--- src/rtl/sdr_sleep_pkg.sv ---
package sdr_sleep_pkg;

   typedef enum logic [1:0] {
      CMD_NOP  = 2'd0,
      CMD_AREF = 2'd1,
      CMD_SREF = 2'd2
   } sdr_cmd_e;

   typedef enum logic [2:0] {
      ST_RUN,
      ST_SR_ENTER,
      ST_ASLEEP,
      ST_WAIT_CLK,
      ST_EXIT_NOP
   } slp_state_e;

   function automatic int ceil_div(input int num, input int den);
      return (num + den - 1) / den;
   endfunction

endpackage

--- src/rtl/sdr_exit_win.sv ---
module sdr_exit_win #(
   parameter int NOP_CYC = 2
) (
   input  logic clk,
   input  logic rst_n,
   input  logic start_i,
   input  logic active_i,
   output logic done_o
);
   localparam int W = $clog2(NOP_CYC + 1);

   if (NOP_CYC < 2) begin : g_bad
      $error("sdr_exit_win: NOP_CYC must be at least 2");
   end

   if (NOP_CYC == 2) begin : g_two
      logic second;
      always_ff @(posedge clk or negedge rst_n) begin
         if (!rst_n)         second <= 1'b0;
         else if (start_i)   second <= 1'b0;
         else if (active_i)  second <= 1'b1;
      end
      assign done_o = active_i && second;
   end else begin : g_cnt
      logic [W-1:0] left;
      always_ff @(posedge clk or negedge rst_n) begin
         if (!rst_n)                         left <= '0;
         else if (start_i)                   left <= W'(NOP_CYC - 1);
         else if (active_i && left != '0)    left <= left - 1'b1;
      end
      assign done_o = active_i && (left == '0);
   end

   // window length observer
   logic [W-1:0] run_len;
   always_ff @(posedge clk or negedge rst_n) begin
      if (!rst_n)                        run_len <= '0;
      else if (!active_i)                run_len <= '0;
      else if (run_len != '1)            run_len <= run_len + 1'b1;
   end

   assert_win_length_R4: assert property (@(posedge clk) disable iff (!rst_n)
      done_o |-> (run_len == W'(NOP_CYC - 1)));

endmodule

--- src/rtl/sdr_ref_timer.sv ---
module sdr_ref_timer #(
   parameter int REF_CYC = 1953
) (
   input  logic clk,
   input  logic rst_n,
   input  logic reload_i,
   input  logic run_i,
   output logic expire_o
);
   localparam int CW = $clog2(REF_CYC + 1);
   localparam logic [CW-1:0] LOAD = CW'(REF_CYC - 2);

   if (REF_CYC < 4) begin : g_bad
      $error("sdr_ref_timer: REF_CYC must be at least 4");
   end

   logic [CW-1:0] cnt;

   always_ff @(posedge clk or negedge rst_n) begin
      if (!rst_n)                    cnt <= LOAD;
      else if (reload_i)             cnt <= LOAD;
      else if (run_i && cnt != '0)   cnt <= cnt - 1'b1;
   end

   assign expire_o = run_i && (cnt == CW'(1));

endmodule

--- src/rtl/sdr_sleep_sched.sv ---
module sdr_sleep_sched
   import sdr_sleep_pkg::*;
#(
   parameter int CLK_PS   = 8000,
   parameter int TXSR_NS  = 70,
   parameter int TREFI_NS = 15625
) (
   input  logic       clk,
   input  logic       rst_n,
   input  logic       clk_stable_i,
   input  logic       sleep_req_i,
   input  logic       wake_req_i,
   output logic       cke_o,
   output logic [1:0] cmd_o,
   output logic       refresh_due_o,
   output logic       ready_o
);
   localparam int TXSR_CYC = ceil_div(TXSR_NS * 1000, CLK_PS);
   localparam int NOP_CYC  = (TXSR_CYC < 2) ? 2 : TXSR_CYC;
   localparam int REF_CYC  = (TREFI_NS * 1000) / CLK_PS;
   localparam int CW       = $clog2(REF_CYC + 1);

   if (CLK_PS <= 0) begin : g_bad_clk
      $error("sdr_sleep_sched: CLK_PS must be positive");
   end

   slp_state_e state, state_nxt;
   logic       due_q, aref_q;
   logic       win_start, win_active, win_done;
   logic       tmr_expire, tmr_reload, in_run;
   sdr_cmd_e   cmd_e;

   assign in_run     = (state == ST_RUN);
   assign win_start  = (state == ST_WAIT_CLK) && clk_stable_i;
   assign win_active = (state == ST_EXIT_NOP);
   assign tmr_reload = aref_q || win_done;

   always_comb begin
      state_nxt = state;
      unique case (state)
         ST_RUN:      if (sleep_req_i)  state_nxt = ST_SR_ENTER;
         ST_SR_ENTER:                   state_nxt = ST_ASLEEP;
         ST_ASLEEP:   if (wake_req_i)   state_nxt = ST_WAIT_CLK;
         ST_WAIT_CLK: if (clk_stable_i) state_nxt = ST_EXIT_NOP;
         ST_EXIT_NOP: if (win_done)     state_nxt = ST_RUN;
         default:                       state_nxt = ST_RUN;
      endcase
   end

   always_ff @(posedge clk or negedge rst_n) begin
      if (!rst_n) begin
         state  <= ST_RUN;
         due_q  <= 1'b0;
         aref_q <= 1'b0;
      end else begin
         state  <= state_nxt;
         due_q  <= in_run && !sleep_req_i && tmr_expire && !due_q && !aref_q;
         aref_q <= in_run && !sleep_req_i && due_q;
      end
   end

   sdr_exit_win #(.NOP_CYC(NOP_CYC)) u_win (
      .clk      (clk),
      .rst_n    (rst_n),
      .start_i  (win_start),
      .active_i (win_active),
      .done_o   (win_done)
   );

   sdr_ref_timer #(.REF_CYC(REF_CYC)) u_tmr (
      .clk      (clk),
      .rst_n    (rst_n),
      .reload_i (tmr_reload),
      .run_i    (in_run),
      .expire_o (tmr_expire)
   );

   always_comb begin
      cmd_e = CMD_NOP;
      if (state == ST_SR_ENTER)  cmd_e = CMD_SREF;
      else if (in_run && aref_q) cmd_e = CMD_AREF;
   end

   assign cmd_o         = cmd_e;
   assign cke_o         = !((state == ST_SR_ENTER) || (state == ST_ASLEEP) ||
                            (state == ST_WAIT_CLK));
   assign ready_o       = in_run;
   assign refresh_due_o = due_q;

   // cycles since last refresh or since becoming usable
   logic [CW:0] gap;
   always_ff @(posedge clk or negedge rst_n) begin
      if (!rst_n)                               gap <= '0;
      else if (!ready_o || cmd_o == CMD_AREF)   gap <= '0;
      else if (gap != '1)                       gap <= gap + 1'b1;
   end

   assert_cke_after_stable_R3: assert property (@(posedge clk) disable iff (!rst_n)
      $rose(cke_o) |-> $past(clk_stable_i));

   assert_window_nop_R4: assert property (@(posedge clk) disable iff (!rst_n)
      (cke_o && !ready_o) |-> (cmd_o == CMD_NOP));

   assert_ready_cke_R5: assert property (@(posedge clk) disable iff (!rst_n)
      ready_o |-> cke_o);

   assert_due_then_cmd_R7: assert property (@(posedge clk) disable iff (!rst_n)
      refresh_due_o |=> (cmd_o == CMD_AREF || cmd_o == CMD_SREF));

   assert_aref_gap_R8: assert property (@(posedge clk) disable iff (!rst_n)
      gap < (CW+1)'(REF_CYC));

   assert_sref_cke_low_R2: assert property (@(posedge clk) disable iff (!rst_n)
      (cmd_o == CMD_SREF) |-> !cke_o);

endmodule

--- config.mk ---
export PLATFORM = sky130hd
export DESIGN_NAME = sdr_sleep_sched
export DESIGN_NICKNAME = d
export VERILOG_FILES = /design/src/rtl/sdr_sleep_pkg.sv /design/src/rtl/sdr_exit_win.sv /design/src/rtl/sdr_ref_timer.sv /design/src/rtl/sdr_sleep_sched.sv
export SDC_FILE = /design/constraint.sdc
export NUM_CORES = 1
export LEC_CHECK = 0
export ABC_CLOCK_PERIOD_IN_PS = 1700
export BUFFER_PORTS_ARGS = -buffer_cell sky130_fd_sc_hd__buf_2
export CORE_MARGIN = 2
export CORE_UTILIZATION = 43
export DETAILED_ROUTE_END_ITERATION = 6
export PLACE_DENSITY_LB_ADDON = 0.08
export SYNTH_ARGS = -nofsm -noshare
export SYNTH_HDL_FRONTEND = slang
export SYNTH_SLANG_ARGS = --single-unit
--- constraint.sdc ---
create_clock -name clk -period 1.7 [get_ports clk]
set_input_delay 0.085 -clock clk [delete_from_list [all_inputs] [get_ports clk]]
set_output_delay 0.085 -clock clk [all_outputs]
set_load 0.005 [all_outputs]
==> metrics.yaml <==
status: "completed"
power.density_cell_area_nw_per_um2: 1762
final_antenna_net_count: 0
synth.cell_area_um2: 1111
mostFrequentLayoutCell: "buf_4"
synthCells: 111
holdCritStartpoint: "wake_req_i"
via_count: 911
drtIter0Drc: 25
synth_cell_type_count: 39
initial_core_util: 0.4526
route.detailed.drc: 0
timing.critical_path.arrival_ps: 1910
total_of_buffers_placed_on_input_and_output_ports: 9
first_global_vias: 848
die_w_um: 54.83
critPathCaptureType: "register"
dpl_cell_area_um2: 1227
ff2ff_path_depth: 6
tritoncts_clock_tree: "built"
cts_inserted_buffers: 3
whs_endpoint: "state[0]"
path_max_fanout: 4
grt_first_pass_wirelength_um: 3877
period_minus_ws_final_ps: 1674
finalHoldViolCount: 0
post-route-period-util: 0.9845
rr_endpoint: "u_tmr.cnt[6]"
worstPathRequired_ps: 1940
routed_wirelength_um: 2391
grt_remaining_overflow: 0
clk_root_buffer_cell: "clkbuf_4"
dp_hpwl_um: 1676
number_of_slew_limit_violations_in_the_final_report: 0
skew_ps: 7.106
post_drt_via_cell_ratio: 5.521
reg2reg_setup_slack_ps: 30
detail_route.wl_per_cell_um: 14.49
hold-path-cell-count: 4
dr.pass1.iters: 4
type_of_the_worst_setup_path: "reg -> reg"
synth_nets: 119
clock.fmax_mhz: 597.5
cts.path.max_buffers: 2
tightestPinTransition_ps: 453.3
grt_antenna_before_repair: 0
antenna_cells: 0
worst_hold_path_type: "in -> reg"
cts_htree_levels: 1
timing.final.setup_violations: 0
final.hold.worst_slack_ps: 198.9
crit-reg2reg-launch: "u_tmr.cnt[1]"
sequential_to_total_area_share_from_yosys_stat: 0.4606
chipHeight_um: 54.83
max_cap_viol_count: 0
worst_setup_path_start_kind: "register"
ir_worst_vdd_v: 0.0009717
io_pins: 10
grt.total_usage: 0.1860
clkSlewWorstSetupHoldPaths_ps: 120
num_rows: 18
avgSynthCellArea_um2: 10.01
area.growth.synth_to_final_pct: 24.21
placeableCoreArea_um2: 2455
synth.ff_latch_count: 20
max_slew_margin: 0.6978
clock-sinks: 20
nNetsFinal: 144
grt_start_max_net_pins: 21
gp_routability_congestion: 0.7588
yosysWarningCount: 0
rsz0062_at_grt: "true"
most-common-layout-cells: "buf_4 (12), dfrtp_1 (9), buf_2 (9), dfstp_2 (9), nand2_1 (8)"
final_design_area_no_fill_um2: 1380
die-area_um2: 3006
post_route_cells_drive_above_1_share: 0.4000
clock_insertion_delay_worst_skew_ps: 300
p_leak_uw: 0.0006051
-- stage by stage --
stage | power [uW] | worst slack, ps | setup TNS, ps | util | instances
floorplan | 1665 | 110.5 | 0 | - | 111
global placement | 1944 | -16.20 | -16.20 | 0.5000 | 155
detailed placement | 1980 | -41.88 | -41.88 | 0.5000 | 155
CTS | 2284 | 1.156 | 0 | 0.5301 | 163
global route | 2644 | -93.45 | -118.5 | 0.5622 | 165
finish | 2431 | 26.42 | 0 | 0.5622 | 165
-- report_power, final --
group	switching (uW)	total, uW	internal (uW)
Combinational	553	1140	583
Clock	154	285	131
Sequential	265	1010	745
Total	972	2430	1460
-- worst max-delay path by stage --
| stage | slack, ps | to | depth (start not counted) | start |
|---|---|---|---|---|
| 6_report | 30 | u_tmr.cnt[6] | 6 | u_tmr.cnt[1] |
| 5_1_grt | -90 | u_tmr.cnt[6] | 6 | u_tmr.cnt[1] |
| 4_1_cts | 1 | u_tmr.cnt[6] | 6 | u_tmr.cnt[1] |
| 3_5_place_dp | -40 | u_tmr.cnt[6] | 6 | u_tmr.cnt[1] |
| 3_3_place_gp | -20 | u_tmr.cnt[6] | 6 | u_tmr.cnt[1] |
| 2_1_floorplan | 110 | u_tmr.cnt[6] | 6 | u_tmr.cnt[0] |
-- cell type report --
| class | count | area, um^2 |
|---|---|---|
| clock buffers | 4 | 36.28 |
| flip-flops and latches | 20 | 514.2 |
| repair buffers | 24 | 165.2 |
| inverters | 8 | 30.03 |
| well taps | 30 | 37.54 |
| multi-input cells | 79 | 596.8 |
| fillers | 218 | 1075 |
-- synthesized netlist by cell type --
master / number / area share
nor4b_4: 1 / 0.021
or3_1: 3 / 0.017
xor2_1: 3 / 0.024
and4b_1: 1 / 0.0090
a21oi_1: 4 / 0.018
o22a_1: 1 / 0.0079
and2_1: 1 / 0.0056
mux2i_1: 1 / 0.0090
nor3_1: 6 / 0.027
or2_2: 2 / 0.011
nand3b_1: 1 / 0.0068
nor2_1: 7 / 0.024
clkbuf_1: 1 / 0.0034
dfstp_2: 9 / 0.21
nand4_1: 3 / 0.017
nor4_1: 3 / 0.017
o211ai_1: 1 / 0.0068
buf_4: 1 / 0.0068
and4_1: 1 / 0.0079
nand2_1: 8 / 0.027
inv_1: 8 / 0.027
a41oi_1: 1 / 0.0079
nand3_1: 5 / 0.023
a211oi_1: 1 / 0.0068
dfrtp_1: 11 / 0.25
xnor2_1: 2 / 0.016
a31oi_1: 3 / 0.017
buf_6: 2 / 0.020
ha_1: 3 / 0.034
a211o_1: 2 / 0.016
o211ai_2: 1 / 0.011
or4_1: 3 / 0.020
o31ai_1: 2 / 0.014
o21ai_1: 1 / 0.0045
or3b_2: 2 / 0.016
nand4b_1: 1 / 0.0079
and3_1: 1 / 0.0056
nor3b_1: 3 / 0.020
a31o_2: 1 / 0.0079
-- worst max-delay path: stages, from the launching register on --
cell	delay [ps]
dfstp_2	410
inv_2	80
ha_4	140
nor4b_4	240
o211ai_2	140
or4_1	500
a21oi_2	120
-- flip-flops by register name, indices dropped and copies added, names as in the netlist --
| signal | count |
|---|---|
| refresh_due_o | 1 |
| state | 3 |
| u_tmr.cnt | 11 |
| aref_q | 1 |
| u_win.g_cnt.left | 4 |
-- kinds of logic after synthesis --
logic type               count (synthesis)  synth area share
AO/OA/AOI/OAI                           18            0.1171
AND/OR/NAND/NOR                         52            0.2827
multiplexers                             1          0.009009
flip-flops                              20            0.4606
XOR/XNOR                                 5           0.03942
buffers and inverters                   12           0.05743
adder cells (fa/ha/maj)                  3           0.03379
-- routing by layer --
| metal | global-route usage | wire length (um) | up-vias |
|---|---|---|---|
| met5 | 0 | 0 | - |
| met4 | 0.08750 | 33 | 0 |
| met3 | 0.02459 | 51 | 4 |
| met2 | 0.3056 | 1224 | 15 |
| met1 | 0.2397 | 1081 | 440 |
| li1 | - | - | 452 |
-- timing repair --
item / in CTS / in global routing
hold buffers: 3 / 0
resized for setup: 0 / 16
pin swaps: 0 / 4
buffers inserted: 1 / 2
endpoints found under the setup margin: 1 / 15
endpoints found under the hold margin: 14 / 0
Note: power is estimated with default switching activity, not from simulation.
